--- config.mk ---
export PLATFORM = sky130hd
export DESIGN_NAME = uart_apb_front
export DESIGN_NICKNAME = d
export VERILOG_FILES = /design/src/rtl/uart_apb_front_pkg.sv /design/src/rtl/uart_apb_front_rxq.sv /design/src/rtl/uart_apb_front_decode.sv /design/src/rtl/uart_apb_front_stat.sv /design/src/rtl/uart_apb_front.sv
export SDC_FILE = /design/constraint.sdc
export NUM_CORES = 1
export LEC_CHECK = 0
export ABC_CLOCK_PERIOD_IN_PS = 3300
export BUFFER_PORTS_ARGS = -buffer_cell sky130_fd_sc_hd__buf_2
export CAP_MARGIN = 20
export CORE_MARGIN = 4
export CORE_UTILIZATION = 55
export CTS_BUF_LIST = sky130_fd_sc_hd__clkbuf_2
export DETAILED_ROUTE_END_ITERATION = 12
export GPL_ROUTABILITY_DRIVEN = 0
export PLACE_DENSITY_LB_ADDON = 0.2
export SYNTH_ARGS = -nofsm -noshare
export SYNTH_HDL_FRONTEND = slang
export SYNTH_SLANG_ARGS = --single-unit
--- constraint.sdc ---
create_clock -name clk -period 3.3 [get_ports clk]
set_input_delay 0.165 -clock clk [delete_from_list [all_inputs] [get_ports clk]]
set_output_delay 0.165 -clock clk [all_outputs]
set_load 0.05 [all_outputs]
--- src/rtl/uart_apb_front_pkg.sv ---
package uart_apb_front_pkg;

   // window size in bytes; offsets at or beyond it read zero
   localparam int unsigned WINDOW_BYTES = 20;

   // register offsets within the decoded low address byte
   localparam logic [7:0] OFF_DATA      = 8'h00;
   localparam logic [7:0] OFF_DATA_BYTE = 8'h03;
   localparam logic [7:0] OFF_STATUS    = 8'h04;
   localparam logic [7:0] OFF_CONTROL   = 8'h08;
   localparam logic [7:0] OFF_SCALER    = 8'h0C;

   // status word bit positions
   localparam int unsigned SB_RDY      = 0;
   localparam int unsigned SB_TSH_MT   = 1;
   localparam int unsigned SB_TQ_MT    = 2;
   localparam int unsigned SB_BREAK    = 3;
   localparam int unsigned SB_OVR      = 4;
   localparam int unsigned SB_PAR      = 5;
   localparam int unsigned SB_FRAME    = 6;
   localparam int unsigned SB_TQ_HALF  = 7;
   localparam int unsigned SB_RQ_HALF  = 8;
   localparam int unsigned SB_TQ_FULL  = 9;
   localparam int unsigned SB_RQ_FULL  = 10;

   // control word bit positions used by this block's logic
   localparam int unsigned CB_RX_EN = 0;
   localparam int unsigned CB_TX_EN = 1;
   localparam int unsigned CB_RX_IE = 2;
   localparam int unsigned CB_TX_IE = 3;

   typedef struct packed {
      logic data;
      logic status;
      logic control;
      logic scaler;
   } reg_sel_t;

endpackage

--- src/rtl/uart_apb_front_rxq.sv ---
module uart_apb_front_rxq #(
   parameter int unsigned DEPTH = 16,
   parameter int unsigned DW    = 8,
   localparam int unsigned AW   = $clog2(DEPTH),
   localparam int unsigned CW   = AW + 1
) (
   input  logic          clk,
   input  logic          rst_n,
   input  logic          push,
   input  logic [DW-1:0] din,
   input  logic          pop,
   output logic [DW-1:0] dout,
   output logic [CW-1:0] count,
   output logic          full,
   output logic          empty
);

   if (DEPTH < 2 || (DEPTH & (DEPTH - 1)) != 0) begin : g_bad_depth
      $error("uart_apb_front_rxq: DEPTH must be a power of two of at least 2");
   end
   if (DW < 1) begin : g_bad_width
      $error("uart_apb_front_rxq: DW must be positive");
   end

   logic [DW-1:0] store [DEPTH];
   logic [AW-1:0] wr_ptr;
   logic [AW-1:0] rd_ptr;

   assign full  = (count == CW'(DEPTH));
   assign empty = (count == '0);
   assign dout  = store[rd_ptr];

   always_ff @(posedge clk) begin
      if (push) begin
         store[wr_ptr] <= din;
      end
   end

   always_ff @(posedge clk) begin
      if (!rst_n) begin
         wr_ptr <= '0;
         rd_ptr <= '0;
         count  <= '0;
      end else begin
         if (push) begin
            wr_ptr <= wr_ptr + AW'(1);
         end
         if (pop) begin
            rd_ptr <= rd_ptr + AW'(1);
         end
         case ({push, pop})
            2'b10:   count <= count + CW'(1);
            2'b01:   count <= count - CW'(1);
            default: count <= count;
         endcase
      end
   end

   // the front end must never push into a full queue
   assert_no_overflow_R9: assert property (@(posedge clk) disable iff (!rst_n)
      !(push && full));

   // the front end must never pop an empty queue
   assert_no_underflow_R4: assert property (@(posedge clk) disable iff (!rst_n)
      !(pop && empty));

   // popping the last byte leaves the queue empty
   assert_drain_empty_R4: assert property (@(posedge clk) disable iff (!rst_n)
      (pop && !push && count == CW'(1)) |=> empty);

endmodule

--- src/rtl/uart_apb_front_decode.sv ---
module uart_apb_front_decode
   import uart_apb_front_pkg::*;
(
   input  logic [7:0] offset,
   output reg_sel_t   sel
);

   logic in_window;

   assign in_window = (32'(offset) < WINDOW_BYTES);

   always_comb begin
      sel = '0;
      if (in_window) begin
         sel.data    = (offset == OFF_DATA) || (offset == OFF_DATA_BYTE);
         sel.status  = (offset == OFF_STATUS);
         sel.control = (offset == OFF_CONTROL);
         sel.scaler  = (offset == OFF_SCALER);
      end
   end

   // at most one register is selected for any offset
   always_comb begin
      assert_one_sel_R8: assert ($onehot0(sel));
   end

endmodule

--- src/rtl/uart_apb_front_stat.sv ---
module uart_apb_front_stat
   import uart_apb_front_pkg::*;
#(
   parameter int unsigned DEPTH = 16,
   localparam int unsigned CW   = $clog2(DEPTH) + 1
) (
   input  logic [CW-1:0] rxq_count,
   input  logic          overrun,
   output logic [31:0]   word
);

   localparam logic [CW-1:0] HALF_MARK = CW'(DEPTH / 2);
   localparam logic [CW-1:0] FULL_MARK = CW'(DEPTH);

   always_comb begin
      word             = '0;
      word[SB_RDY]     = (rxq_count != '0);
      word[SB_TSH_MT]  = 1'b1;
      word[SB_TQ_MT]   = 1'b1;
      word[SB_BREAK]   = 1'b0;
      word[SB_OVR]     = overrun;
      word[SB_PAR]     = 1'b0;
      word[SB_FRAME]   = 1'b0;
      word[SB_TQ_HALF] = 1'b0;
      word[SB_RQ_HALF] = (rxq_count >= HALF_MARK);
      word[SB_TQ_FULL] = 1'b0;
      word[SB_RQ_FULL] = (rxq_count == FULL_MARK);
   end

endmodule

--- src/rtl/uart_apb_front.sv ---
module uart_apb_front
   import uart_apb_front_pkg::*;
#(
   parameter int unsigned ADDR_W = 12,
   parameter int unsigned DEPTH  = 16,
   localparam int unsigned CW    = $clog2(DEPTH) + 1
) (
   input  logic              clk,
   input  logic              rst_n,
   input  logic              psel,
   input  logic              penable,
   input  logic              pwrite,
   input  logic [ADDR_W-1:0] paddr,
   input  logic [31:0]       pwdata,
   output logic [31:0]       prdata,
   output logic              pready,
   output logic              pslverr,
   input  logic              rx_valid,
   input  logic [7:0]        rx_byte,
   output logic              tx_strobe,
   output logic [7:0]        tx_byte,
   output logic              irq
);

   if (ADDR_W < 8) begin : g_bad_addr
      $error("uart_apb_front: ADDR_W must cover the 8 decoded address bits");
   end

   logic [31:0]   ctrl_q;
   logic          ovr_q;
   logic          tx_stb_q;
   logic [7:0]    tx_byte_q;
   logic          irq_q;

   reg_sel_t      sel;
   logic          access;
   logic          wr_access;
   logic          rd_access;
   logic          rx_take;
   logic          rx_store;
   logic          rx_drop;
   logic          q_pop;
   logic          tx_fire;
   logic [7:0]    q_head;
   logic [CW-1:0] q_count;
   logic          q_full;
   logic          q_empty;
   logic [31:0]   status_word;
   logic          unused_addr_hi;

   assign unused_addr_hi = ^{1'b0, paddr[ADDR_W-1:8]};

   uart_apb_front_decode u_decode (
      .offset (paddr[7:0]),
      .sel    (sel)
   );

   assign access    = psel && penable;
   assign wr_access = access && pwrite;
   assign rd_access = access && !pwrite;

   assign rx_take  = rx_valid && ctrl_q[CB_RX_EN];
   assign rx_store = rx_take && !q_full;
   assign rx_drop  = rx_take && q_full;
   assign q_pop    = rd_access && sel.data && !q_empty;
   assign tx_fire  = wr_access && sel.data && ctrl_q[CB_TX_EN];

   uart_apb_front_rxq #(
      .DEPTH (DEPTH),
      .DW    (8)
   ) u_rxq (
      .clk   (clk),
      .rst_n (rst_n),
      .push  (rx_store),
      .din   (rx_byte),
      .pop   (q_pop),
      .dout  (q_head),
      .count (q_count),
      .full  (q_full),
      .empty (q_empty)
   );

   uart_apb_front_stat #(
      .DEPTH (DEPTH)
   ) u_stat (
      .rxq_count (q_count),
      .overrun   (ovr_q),
      .word      (status_word)
   );

   always_ff @(posedge clk) begin
      if (!rst_n) begin
         ctrl_q    <= '0;
         ovr_q     <= 1'b0;
         tx_stb_q  <= 1'b0;
         tx_byte_q <= '0;
         irq_q     <= 1'b0;
      end else begin
         if (wr_access && sel.control) begin
            ctrl_q <= pwdata;
         end
         if (rx_drop) begin
            ovr_q <= 1'b1;
         end
         tx_stb_q <= tx_fire;
         if (tx_fire) begin
            tx_byte_q <= pwdata[7:0];
         end
         irq_q <= (rx_store && ctrl_q[CB_RX_IE]) || (tx_fire && ctrl_q[CB_TX_IE]);
      end
   end

   always_comb begin
      prdata = '0;
      unique case (1'b1)
         sel.data:    prdata = q_empty ? 32'h0 : {24'h0, q_head};
         sel.status:  prdata = status_word;
         sel.control: prdata = ctrl_q;
         default:     prdata = '0;
      endcase
   end

   assign pready    = 1'b1;
   assign pslverr   = 1'b0;
   assign tx_strobe = tx_stb_q;
   assign tx_byte   = tx_byte_q;
   assign irq       = irq_q;

   // the strobed byte is the low byte of the write one cycle earlier
   assert_tx_byte_R5: assert property (@(posedge clk) disable iff (!rst_n)
      tx_strobe |-> (tx_byte == $past(pwdata[7:0])));

   // no strobe without an APB write in the previous cycle
   assert_tx_needs_write_R5: assert property (@(posedge clk) disable iff (!rst_n)
      tx_strobe |-> $past(psel && penable && pwrite));

   // receive bytes are not stored while receive is disabled
   assert_rx_gate_R2: assert property (@(posedge clk) disable iff (!rst_n)
      (rx_valid && !ctrl_q[CB_RX_EN] && !q_pop) |=> (q_count == $past(q_count)));

   // overrun is sticky until reset
   assert_ovr_sticky_R9: assert property (@(posedge clk) disable iff (!rst_n)
      ovr_q |=> ovr_q);

   // an interrupt pulse needs one of its enables set beforehand
   assert_irq_cause_R3: assert property (@(posedge clk) disable iff (!rst_n)
      irq |-> $past(ctrl_q[CB_RX_IE] || ctrl_q[CB_TX_IE]));

   // a transmit-only pulse comes with a strobe
   assert_irq_tx_R12: assert property (@(posedge clk) disable iff (!rst_n)
      (irq && !$past(rx_valid)) |-> tx_strobe);

endmodule

Word-level counts from Yosys, hierarchy flattened
Memories as Yosys holds them, arrays and structs flattened. A register that Yosys moved wholly into a read port is not among the register bits.
Cells that the tools add are included.
W data, S select, Z words.
{ "classes": {"reduce_logical": 22, "addsub": 4, "n_eq_ne": 7, "muxes": 8, "order_cmp": 2} }
{ "ops": {"columns": ["operator", "n"], "rows": [
  ["$pmux W32 S3", 1],
  ["$eq A8 B4 Y1 const B", 2],
  ["$logic_and A1 B1 Y1", 13],
  ["$mux W4", 3],
  ["$pmux W5 S2", 1],
  ["$add A4 B1 Y4 const B", 2],
  ["$eq A8 B2 Y1 const B", 1],
  ["$eq A8 B3 Y1 const B", 1],
  ["$logic_not A8 Y1", 1],
  ["$lt A8 B5 Y1 const B", 1],
  ["$mux W8", 1],
  ["$add A5 B1 Y5 const B", 1],
  ["$eq A5 B5 Y1 const B", 1],
  ["$ge A5 B4 Y1 const B", 1],
  ["$logic_not A5 Y1", 1],
  ["$reduce_bool A5 Y1", 1],
  ["$sub A5 B1 Y5 const B", 1],
  ["$logic_not A1 Y1", 3],
  ["$eq A2 B1 Y1 const B", 1],
  ["$eq A2 B2 Y1 const B", 1],
  ["$logic_or A1 B1 Y1", 2],
  ["$mux W1", 2],
  ["$reduce_bool A2 Y1", 1]
]} }
{ "totals": {"mem_bits_rw": 128, "word_cells": 52, "mem_count": 1, "ff_bits": 56, "inputBits": 58} }
{ "mem_list": {"columns": ["memory", "words", "word_bits", "rd", "rd_ports_with_merged_regs", "wr", "line", "rtl"], "rows": [
  ["u_rxq.store", 16, 8, 1, 1, 1, "uart_apb_front_rxq.sv:25", "logic [DW-1:0] store [DEPTH];"]
]} }

Depth between registers and ports, before layout
Gate-level depths: netlist of the first run.
{ "logic_depth": {"ltp_word": 7, "ltp_mapped": 13, "ltp_nobuf": 10} }

By module
Synthesis of the first run repeated with hierarchy kept, for this count alone.
{ "hier_totals": {"cells_unflattened": 589, "hier_area_um2": 8194.1} }
{ "by_module_without_submodules": {"columns": ["mod", "instances", "cells_per_inst", "area_each_um2"], "rows": [
  ["uart_apb_front_rxq", 1, 311, 5904.4],
  ["uart_apb_front", 1, 234, 1971.9],
  ["uart_apb_front_stat", 1, 35, 256.5],
  ["uart_apb_front_decode", 1, 9, 61.3]
]} }

Worst setup path after synthesis of the first run
Ideal clock, no wire load.
{ "synth_timing": {"path_type": "register to register", "from": "register u_rxq.count[1]", "to": "register u_rxq.count[4]", "path_stages_with_launch": 14, "period_less_slack_ns": 2.711, "required_ns": 3.178, "arrival_ns": 2.589, "path_slack_ns": 0.589, "path_cell_list": "dfxtp_1 buf_2 or3_1 o31a_1 and2_0 buf_2 ha_1 clkbuf_1 xor2_1 ha_1 o31a_1 nor3_1 mux2i_1 mux2i_1"} }
{ "synth_between": {"elab_chain_len": 5, "word_cells_on_any_way": 12, "cone_classes": "add/sub: 2; eq/ne: 3; mux: 1; reduce/logical: 6"} }
{ "synth_rtl": {"columns": ["element", "line", "rtl"], "rows": [
  ["from (decl)", "uart_apb_front_rxq.sv:13", "output logic [CW-1:0] count,"],
  ["from (signal assigned)", "uart_apb_front_rxq.sv:52", "2'b10: count <= count + CW'(1);"],
  ["from (signal assigned)", "uart_apb_front_rxq.sv:53", "2'b01: count <= count - CW'(1);"],
  ["from (signal assigned)", "uart_apb_front_rxq.sv:54", "default: count <= count;"],
  ["$logic_not A5 Y1 (*)", "uart_apb_front_rxq.sv:30", "assign empty = (count == '0);"],
  ["$logic_not A1 Y1 (*)", "uart_apb_front.sv:65", "assign q_pop = rd_access && sel.data && !q_empty;"],
  ["$logic_and A1 B1 Y1 (*)", "uart_apb_front.sv:65", null],
  ["via q_pop", "uart_apb_front.sv:42", "logic q_pop;"],
  ["$eq A2 B1 Y1 / $eq A2 B2 Y1 (equally long branches)", "uart_apb_front_rxq.sv:51", "case ({push, pop})"],
  ["$pmux W5 S2 / $reduce_bool A2 Y1 (equally long branches)", null, null]
]} }
The timed path passes the listed nets; every way through them passes the cells marked *.
A chain may end at the register's enable or synchronous reset.

==> results.md, run 1 <==
- FF+latch area: just over 5000 µm²
- Top cells by area, synth: edfxtp_1 (49%), dfxtp_1 (15%), mux4_2 (9.5%)
- Crit. End Element: primary output
- F_max: 319 MHz
- Reg2reg start: u_rxq.count[0]$_SDFFE_PN0P_
- CTS Buffer Depth: 2
- DP Cell Count: 804
- Rows: between 40 and 50
- Finished Layout Cells: 887
- Clock Tree Root: clkbuf_2
- Slew headroom: between 40% and 50%
- Total power: around 3.8 mW
- CP required: 3.13 ns
- CP top delay family: multiplexers
- Sequential area share after synthesis: 64.2%
- Core area: between 10,000 and 15,000 µm²
- CP Max Fanout: 16
- Layout Skew: 0.0286 ns
- Via count of the first global-routing pass: 4,950
- Fin. max-slew vios: 0
- Max VDD drop: 0.000425 V
- CTS tree: yes
- Hold EP: ctrl_q[11]$_SDFFE_PN0P_
- Die height: 127 µm
- WL/cell: 18.2 µm
- Setup crit start kind: flip-flop
- Number of enable flip-flop cells after synthesis: about 130
- Hold Path Stages: 6
- Crit path DAT: about 3.0 ns
- FF-to-FF path depth: 9
- Synth Instances: 549
- Global route total overflow: 0
- Final min period: approximately 3.1 ns
- CP peak stage delay: 0.60 ns
- Outcome: finished, final reports clean
- Leakage: 3.25 nW
- GRT Overall Usage: 20.5%
- Syn_area_per_cell: between 10 and 15 µm²
- Critical path buffers and inverters: 2
- R2R setup slack: 0.50 ns
- Final hold slack: about 0.12 ns
- Worst-Skew Late Latency: between 0.7 and 0.8 ns
- Die area: 16,300 µm²
- Routed Antenna Nets: 0
- Post-synth ARST share: 0%
- Reg2reg end: u_rxq.count[2]$_SDFFE_PN0P_
- Final TNS setup: 0 ns
- PwrDens: 406 nW/µm²
- Slew @ Worst Pin: 0.873 ns
- Top-area cell type share of the netlist area: 48.9%
- Starting density of the core: 56.4%
- Hold crit path type: input port to flip-flop
- Period utilization: 94.8%
- YS warnings: 0
- Vias: about 5,000
- Initial antenna violation count: 0
- Worst hold start: penable
- Mapped Area: between 7000 and 8000 µm²
- Final setup viols: 0
- N_diodes: 0
- Die X-Extent: 127 µm
- CTS Sinks: 188
- 1st-pass router iterations: 5
- Ys flop type: edfxtp_1
- Vias per cell: 5.55
- Nets: 759
- Multi-input gate area: 2580 µm²
- Flops & latches, synth: 188
- WL final: ~16 mm
- Final hold vios: 0
- Final Util: 66.7%
- Clock-pin slew on the worst setup and hold paths: 0.24 ns
- Number of H-tree levels: 4
- Area growth from synthesis to layout: 18.4%
- Most common cell in the netlist: edfxtp_1
- Unique masters post-synth: 49
- Initial DRC count: about 380
- # DRC: 0
- Max Cap Viol: 0
- RSZ-0062 raised after global routing: no
- Fill count: ~1,000
- Largest net degree at the start of global routing: 64
- Crit-path cells: buf_12 > mux4_1 > mux4_2 > a32o_1 > buf_2
- Yosys top cell by area: edfxtp_1
- Number of I/O pins: 102
- Net Count, Synth: 614
- Share of layout cells above drive strength 1: 26.4%
- First-pass GRT wire length: 25.5 mm
- # port buffers: 95
- Top cells by count, synth: edfxtp_1 (128), nand2_1 (79), dfxtp_1 (60)
- Critical path class: flip-flop to primary output
- Hpwl dp: 10.4 mm
- Slowest CP cell: mux4_1
- TritonCTS buffer count: 17
==> metrics by stage <==
stage / setup slack, ns / instance area [µm²]
after global placement: 0.545 / 8520
after detailed placement: 0.481 / 8520
after CTS: 0.0314 / 9300
after floorplan: 0.589 / 7850
after global routing: 0.0150 / 9300
final: 0.170 / 9300
==> layer usage <==
layer | wire length, µm | global-route usage, % | vias up | part of all wire (%)
li1 | - | - | 2301 | -
met1 | 6940 | 26.8 | 2436 | 43
met2 | 8020 | 34.8 | 169 | 50
met3 | 936 | 4.18 | 17 | 5.8
met4 | 225 | 6.25 | 0 | 1.4
met5 | 0 | 0 | - | 0
==> cells in the final DEF, fill, tap and decap left out, types with 3 or more instances in the layout <==
cell	instances
mux4_2	34
buf_2	95
nor2_1	18
dlygate4sd3_1	50
a32o_1	4
buf_4	19
ha_1	7
nor2b_1	16
nand4_1	4
bufinv_16	3
a22oi_1	4
dfxtp_1	59
nand2_1	79
clkinv_1	4
o22ai_1	4
edfxtp_1	128
nand2b_1	6
mux4_1	5
a21boi_0	31
nor3_1	6
a21oi_1	7
inv_1	7
clkbuf_2	18
xnor2_1	7
xor2_1	3
clkinvlp_4	4
mux2i_1	15
and3_1	3
nand3_1	3
and2_1	33
==> kinds of logic after synthesis <==
logic type	Yosys count	share of synthesized area [%]
buf+inv	47	2.92
other cells	2	0.0956
flops	188	64.2
fa+ha+maj	7	1.12
mux	55	13.5
simple gates	179	11.1
xor+xnor	10	1.12
compound gates	61	5.85
==> flip-flops by register name, indices dropped and copies added (netlist names), named ones only <==
| name | count |
|---|---|
| irq | 1 |
| u_rxq.count | 5 |
| ctrl_q | 32 |
| tx_byte | 8 |
| ovr_q | 1 |
| u_rxq.rd_ptr | 4 |
| u_rxq.store | 128 |
| tx_strobe | 1 |
| u_rxq.wr_ptr | 4 |
==> what timing repair did <==
item / CTS / global route
endpoints found under the setup margin: 2 / 5
endpoints found under the hold margin: 174 / 0
pin swaps: 0 / 0
resized for setup: 0 / 2
hold buffers: 50 / 0
buffers inserted: 0 / 0
gates cloned: 1 / 0
==> worst max path at each step <==
| stage | from | endpoint | slack (ns) | cells after the start |
|---|---|---|---|---|
| final | flip-flop | prdata[7] | 0.17 | 5 |
| after global routing | flip-flop | prdata[1] | 0.02 | 6 |
| after CTS | flip-flop | prdata[5] | 0.03 | 5 |
| after detailed placement | paddr[3] | u_rxq.count[4]$_SDFFE_PN0P_ | 0.48 | 12 |
| after global placement | paddr[3] | u_rxq.count[4]$_SDFFE_PN0P_ | 0.54 | 12 |
| after floorplan | u_rxq.count[1]$_SDFFE_PN0P_ | u_rxq.count[4]$_SDFFE_PN0P_ | 0.59 | 13 |
==> tightest hold or removal path: cells and delay by family <==
kind                   cells  cell delay [ns]
buffers and inverters      2             0.33
and+or+nand+nor            3             0.27
AOI/OAI and AO/OA          1             0.06
==> layout make-up <==
cell class              count  area share, %
clock buffers              18          0.969
clock inverters            14           1.66
inverters                   7          0.283
multi-input cells         314           27.8
flip-flops and latches    188           54.3
well taps                 180           2.42
repair buffers            166           12.6
==> power by group <==
| group | switching, mW | internal (mW) |
|---|---|---|
| clock network | 0.720 | 0.412 |
| logic | 0.0641 | 0.0673 |
| registers | 0.0000811 | 2.51 |
| total | 0.784 | 2.99 |
Power figures use the tool's default switching activity.
==> run 2: changes to the inputs <==
==> constraint.sdc (replaced) <==
create_clock -name clk -period 3.3 [get_ports clk]
set_input_delay 0.165 -clock clk [delete_from_list [all_inputs] [get_ports clk]]
set_output_delay 0.165 -clock clk [all_outputs]
set_load 0.005 [all_outputs]
==> results.md, run 2 (synthesis results as in run 1) <==
- Outcome: finished, final reports clean (unchanged)
- 1st-pass router iterations: 5 (unchanged)
- Max Cap Viol: 0 (unchanged)
- GRT busiest layer: met2 (unchanged)
- Initial DRC count: 365 (was 375)
- Starting density of the core: 56.4% (unchanged)
- CP peak stage delay: 0.55 ns (was 0.60 ns)
- CTS Buffer Depth: 2 (unchanged)
- CP required: 3.13 ns (about the same)
- Hpwl dp: 10.7 mm (was 10.4 mm)
- Fin. max-slew vios: 0 (unchanged)
- Slowest CP cell: dfxtp_4 (was mux4_1)
- Clock-pin slew on the worst setup and hold paths: 0.24 ns (about the same)
- # DRC: 0 (unchanged)
- CTS tree: yes (unchanged)
- Share of layout cells above drive strength 1: 26.7% (was 26.4%)
- Nets: 755 (was 759)
- Fill count: 993 (was 1,003)
- Number of H-tree levels: 4 (unchanged)
- Rows: 43 (unchanged)
- Vias: 4,928 (was 4,923)
- Global-route met3 utilization: 4.35% (was 4.18%)
- Crit-path most repeated cell: mux4_2
- TritonCTS buffer count: 17 (unchanged)
- RSZ-0062 raised after global routing: no (unchanged)
- Max VDD drop: 0.000402 V (was 0.000425 V)
- Vias per cell: 5.58 (was 5.55)
- Die X-Extent: 127 µm (unchanged)
- Hold crit path type: input port to flip-flop (unchanged)
- Slew headroom: 40.9% (was 41.8%)
- Final Util: 66.3% (was 66.7%)
- Crit path DAT: 2.94 ns (was 2.96 ns)
- Routed Antenna Nets: 0 (unchanged)
- CP top delay family: multiplexers (unchanged)
- PwrDens: 411 nW/µm² (was 406 nW/µm²)
- Leakage: 3.26 nW (was 3.25 nW)
- Reg with most FFs: u_rxq.store (unchanged)
- CTS Sinks: 188 (unchanged)
- F_max: 322 MHz (was 319 MHz)
- CP Max Fanout: 11 (was 16)
- Slew @ Worst Pin: 0.887 ns (was 0.873 ns)
- GRT Overall Usage: 20.6% (was 20.5%)
- Final setup viols: 0 (unchanged)
- Largest net degree at the start of global routing: 64 (unchanged)
- Clock Tree Root: clkbuf_2 (unchanged)
- Critical path buffers and inverters: 2 (unchanged)
- GRT met2 Usage: 34.8% (about the same)
- WL/cell: 18.8 µm (was 18.2 µm)
- First-pass GRT wire length: 25.8 mm (was 25.5 mm)
- Global route total overflow: 0 (unchanged)
- Layout Skew: 0.0285 ns (was 0.0286 ns)
- Final min period: 3.11 ns (was 3.13 ns)
- N_diodes: 0 (unchanged)
- Initial antenna violation count: 0 (unchanged)
- Worst-Skew Late Latency: 0.70 ns (was 0.73 ns)
- Core area: 13,900 µm² (unchanged)
- Most frequent cells in the layout: edfxtp_1 (128), buf_2 (95), nand2_1 (79) (unchanged)
- Multi-input gate area: 2590 µm² (was 2580 µm²)
- Final TNS setup: 0 ns (unchanged)
- Crit. End Element: primary output (unchanged)
- Max FFs per register: 128 (unchanged)
- Via count of the first global-routing pass: 4,942 (was 4,950)
- Crit-path cells: buf_8 > mux4_2 > mux4_2 > a32o_1 > buf_2 (was buf_12 > mux4_1 > mux4_2 > a32o_1 > buf_2)
- Die area: 16,300 µm² (unchanged)
- FF+latch area: 5050 µm² (unchanged)
- Die height: 127 µm (unchanged)
- Number of I/O pins: 102 (unchanged)
- Final hold slack: 0.0921 ns (was 0.122 ns)
- Period utilization: 94.2% (was 94.8%)
- Area growth from synthesis to layout: 17.6% (was 18.4%)
- Critical path class: flip-flop to primary output (unchanged)
- Final hold vios: 0 (unchanged)
- WL final: 16.6 mm (was 16.1 mm)
- Setup crit start kind: flip-flop (unchanged)
- Met1 global-route usage: 27.3% (was 26.8%)
- # port buffers: 95 (unchanged)
- Most common cell after layout, fill and taps aside: edfxtp_1 (unchanged)
run 2: cell count changes in the layout (fill, tap and decap cells not counted), moves of 2 or more:
cell / change
clkinv_1: -4
clkinvlp_4: -4
dlygate4sd3_1: -3
clkinv_2: +2
run 2: worst paths after layout:
| path | startpoint | end | slack, ns | depth (start not counted) |
|---|---|---|---|---|
| setup / recovery | flip-flop | prdata[3] | 0.19 | 5 |
| hold / removal | paddr[0] | ctrl_q[2]$_SDFFE_PN0P_ | 0.09 | 6 |
| setup reg to reg | u_rxq.count[1]$_SDFFE_PN0P_ | u_rxq.count[4]$_SDFFE_PN0P_ | 0.42 | 10 |
| hold reg to reg | ctrl_q[15]$_SDFFE_PN0P_ | ctrl_q[15]$_SDFFE_PN0P_ | 0.48 | 2 |
run 2: layout make-up:
class | count | area share, %
flip-flops and latches | 188 | 54.7
inverters | 7 | 0.284
well taps | 180 | 2.44
clock buffers | 19 | 1.03
clock inverters | 13 | 1.63
repair buffers | 162 | 11.9
multi-input cells | 314 | 28.0
run 2: stage by stage:
| step | worst slack (ns) | area [µm²] | total power [mW] | instances |
|---|---|---|---|---|
| after floorplan | 0.589 | 7850 | 2.59 | 549 |
| after global placement | 0.551 | 8500 | 2.65 | 803 |
| after detailed placement | 0.430 | 8500 | 2.65 | 803 |
| after CTS | 0.00423 | 9220 | 3.82 | 882 |
| after global routing | 0.0383 | 9240 | 3.95 | 883 |
| final | 0.191 | 9240 | 3.79 | 883 |
run 2: layer usage:
metal  up-vias  part of all wire (%)
met4         0                  0.90
met5         -                     0
met1      2456                    43
li1       2291                     -
met2       169                    50
met3        12                   6.2
run 2: repair_timing:
item / in CTS / in global routing
setup buffers: 0 / 1
gates cloned: 0 / 0
endpoints found under the setup margin: 8 / 4
hold buffers: 47 / 0
pin swaps: 0 / 0
endpoints found under the hold margin: 172 / 0
gates resized for setup: 1 / 0
run 2: power by group:
group          internal (mW)  total (mW)  switching [mW]
Sequential              2.51        2.51       0.0000822
Clock                  0.425        1.15           0.727
Combinational         0.0676       0.129          0.0614
run 2: worst min-delay path: stages:
cell and delay (ns):
buf_2 0.10, nor2_1 0.05, nand2_1 0.20, nor2_2 0.12
nand2_1 0.07, a21boi_0 0.06
==> run 3: changes to the inputs <==
Settings changed: CTS_BUF_LIST sky130_fd_sc_hd__clkbuf_2 to unset.
==> results.md, run 3 (synthesis results as in run 1) <==
- Outcome: finished, final reports clean (unchanged)
- Slew @ Worst Pin: 0.913 ns (was 0.887 ns)
- Crit. End Element: primary output (unchanged)
- Leakage: 3.29 nW (was 3.26 nW)
- CP Max Fanout: 20 (was 11)
- Initial antenna violation count: 0 (unchanged)
- Fin area: 9310 µm² (was 9240 µm²)
- Rows: 43 (unchanged)
- Vias per cell: 5.67 (was 5.58)
- Worst-Skew Late Latency: 0.42 ns (was 0.70 ns)
- Initial DRC count: 399 (was 365)
- PwrDens: 491 nW/µm² (was 411 nW/µm²)
- Most frequent cells in the layout: edfxtp_1 (128), buf_2 (95), nand2_1 (79) (unchanged)
- Max FFs per register: 128 (unchanged)
- Final setup viols: 0 (unchanged)
- Reg2reg end: u_rxq.count[4]$_SDFFE_PN0P_ (unchanged)
- Final TNS setup: 0 ns (unchanged)
- Layout Skew: 0.00798 ns (was 0.0285 ns)
- Max layer used: met4 (unchanged)
- WL/cell: 19.1 µm (was 18.8 µm)
- Via count of the first global-routing pass: 4,829 (was 4,942)
- CP required: 3.13 ns (about the same)
- Hold Path Stages: 3 (was 6)
- TritonCTS buffer count: 17 (unchanged)
- Worst hold start: pwdata[16] (was paddr[0])
- Share of layout cells above drive strength 1: 27.3% (was 26.7%)
- Number of H-tree levels: 4 (unchanged)
- Max Cap Viol: 0 (unchanged)
- Reg2reg start: u_rxq.count[1]$_SDFFE_PN0P_ (unchanged)
- FF-to-FF path depth: 10 (unchanged)
- DP Cell Count: 803 (unchanged)
- WL final: 16.4 mm (was 16.6 mm)
- Die height: 127 µm (unchanged)
- Most common cell after layout, fill and taps aside: edfxtp_1 (unchanged)
- Max VDD drop: 0.000387 V (was 0.000402 V)
- Die X-Extent: 127 µm (unchanged)
- # port buffers: 95 (unchanged)
- Crit path DAT: 2.87 ns (was 2.94 ns)
- Starting density of the core: 56.4% (unchanged)
- R2R setup slack: 0.44 ns (was 0.42 ns)
- Dpl cell area: 8500 µm² (unchanged)
- CTS tree: yes (unchanged)
- Die area: 16,300 µm² (unchanged)
- Setup Buffers After CTS: 0 (unchanged)
- Critical path buffers and inverters: 3 (was 2)
- Area growth from synthesis to layout: 18.6% (was 17.6%)
- Routed Antenna Nets: 0 (unchanged)
- Number of I/O pins: 102 (unchanged)
- Hold EP: ctrl_q[16]$_SDFFE_PN0P_ (was ctrl_q[2]$_SDFFE_PN0P_)
- Crit-path most repeated cell: mux4_2 (unchanged)
- Vias: 4,868 (was 4,928)
- Core area: 13,900 µm² (unchanged)
- GRT Overall Usage: 20.6% (about the same)
- Clock-pin slew on the worst setup and hold paths: 0.07 ns (was 0.24 ns)
- Worst path depth: 6 (was 5)
- Clock Tree Root: clkbuf_16 (was clkbuf_2)
- F_max: 330 MHz (was 322 MHz)
- Largest net degree at the start of global routing: 64 (unchanged)
- Critical path class: flip-flop to primary output (unchanged)
- Final hold slack: 0.0120 ns (was 0.0921 ns)
- Finished Layout Cells: 859 (was 883)
- Final hold vios: 0 (unchanged)
- WL met1: 7.14 mm (was 7.18 mm)
- Slowest CP cell: dfxtp_2 (was dfxtp_4)
- CTS Sinks: 188 (unchanged)
- Nets: 730 (was 755)
- Crit-path cells: buf_4 > mux4_2 > mux4_2 > inv_1 > o22ai_1 > buf_2 (was buf_8 > mux4_2 > mux4_2 > a32o_1 > buf_2)
- Fin. max-slew vios: 0 (unchanged)
- Hold crit path type: input port to flip-flop (unchanged)
- Slew headroom: 39.1% (was 40.9%)
- Reg with most FFs: u_rxq.store (unchanged)
- 1st-pass router iterations: 5 (unchanged)
- Hpwl dp: 10.7 mm (unchanged)
- First-pass GRT wire length: 25.7 mm (was 25.8 mm)
- RSZ-0062 raised after global routing: no (unchanged)
- CP top delay family: multiplexers (unchanged)
- Global route total overflow: 0 (unchanged)
- Routed met2 length: 8.06 mm (was 8.28 mm)
- Period utilization: 91.9% (was 94.2%)
- CP peak stage delay: 0.75 ns (was 0.55 ns)
- Setup crit start kind: flip-flop (unchanged)
- CTS Buffer Depth: 2 (unchanged)
- Routed wl met3: 904 µm (was 1.03 mm)
- # DRC: 0 (unchanged)
- Final min period: 3.03 ns (was 3.11 ns)
[run 3: how the worst max path moves through the flow]
stage	startpoint	endpoint	slack [ns]
final	flip-flop	prdata[2]	0.27
after global routing	flip-flop	prdata[2]	0.11
after CTS	flip-flop	prdata[2]	0.17
after detailed placement	paddr[3]	u_rxq.count[4]$_SDFFE_PN0P_	0.43
after global placement	paddr[3]	u_rxq.count[4]$_SDFFE_PN0P_	0.55
after floorplan	u_rxq.count[1]$_SDFFE_PN0P_	u_rxq.count[4]$_SDFFE_PN0P_	0.59
[run 3: metal layers]
layer | up-vias | global-route usage [%]
met3 | 26 | 4.35
met1 | 2433 | 27.2
met4 | 0 | 7.63
li1 | 2244 | -
met5 | - | 0
met2 | 165 | 34.0
[run 3: layout make-up]
class | count | area [µm²]
well taps | 180 | 225
clock inverters | 9 | 56.3
clock buffers | 23 | 522
fillers | 995 | 4620
multi-input cells | 314 | 2590
repair buffers | 137 | 848
flip-flops and latches | 188 | 5050
diodes | 1 | 2.50
inverters | 7 | 26.3
[run 3: power by group]
part	switching (mW)	leakage [nW]	internal [mW]
sequential	0.0000821	1.63	2.51
combinational	0.0581	1.36	0.0520
clock	0.837	0.294	1.12
total	0.895	3.29	3.68
[run 3: what timing repair did]
action                                  4_1_cts  5_1_grt
hold endpoints to repair                     23        0
resized for setup                             0        0
endpoints found under the setup margin        0        0
hold buffers                                 23        0
[run 3: worst min-delay path, cell delays in order]
cell and delay (ns):
buf_2 0.10, nand2_1 0.05, a21boi_0 0.07
[run 3: stage by stage]
| step | setup WS [ns] | util, % | power [mW] |
|---|---|---|---|
| floorplan | 0.589 | - | 2.59 |
| global placement | 0.551 | 61.0 | 2.65 |
| detailed placement | 0.430 | 61.0 | 2.65 |
| CTS | 0.169 | 66.8 | 4.61 |
| global route | 0.107 | 66.8 | 4.72 |
| finish | 0.266 | 66.8 | 4.58 |
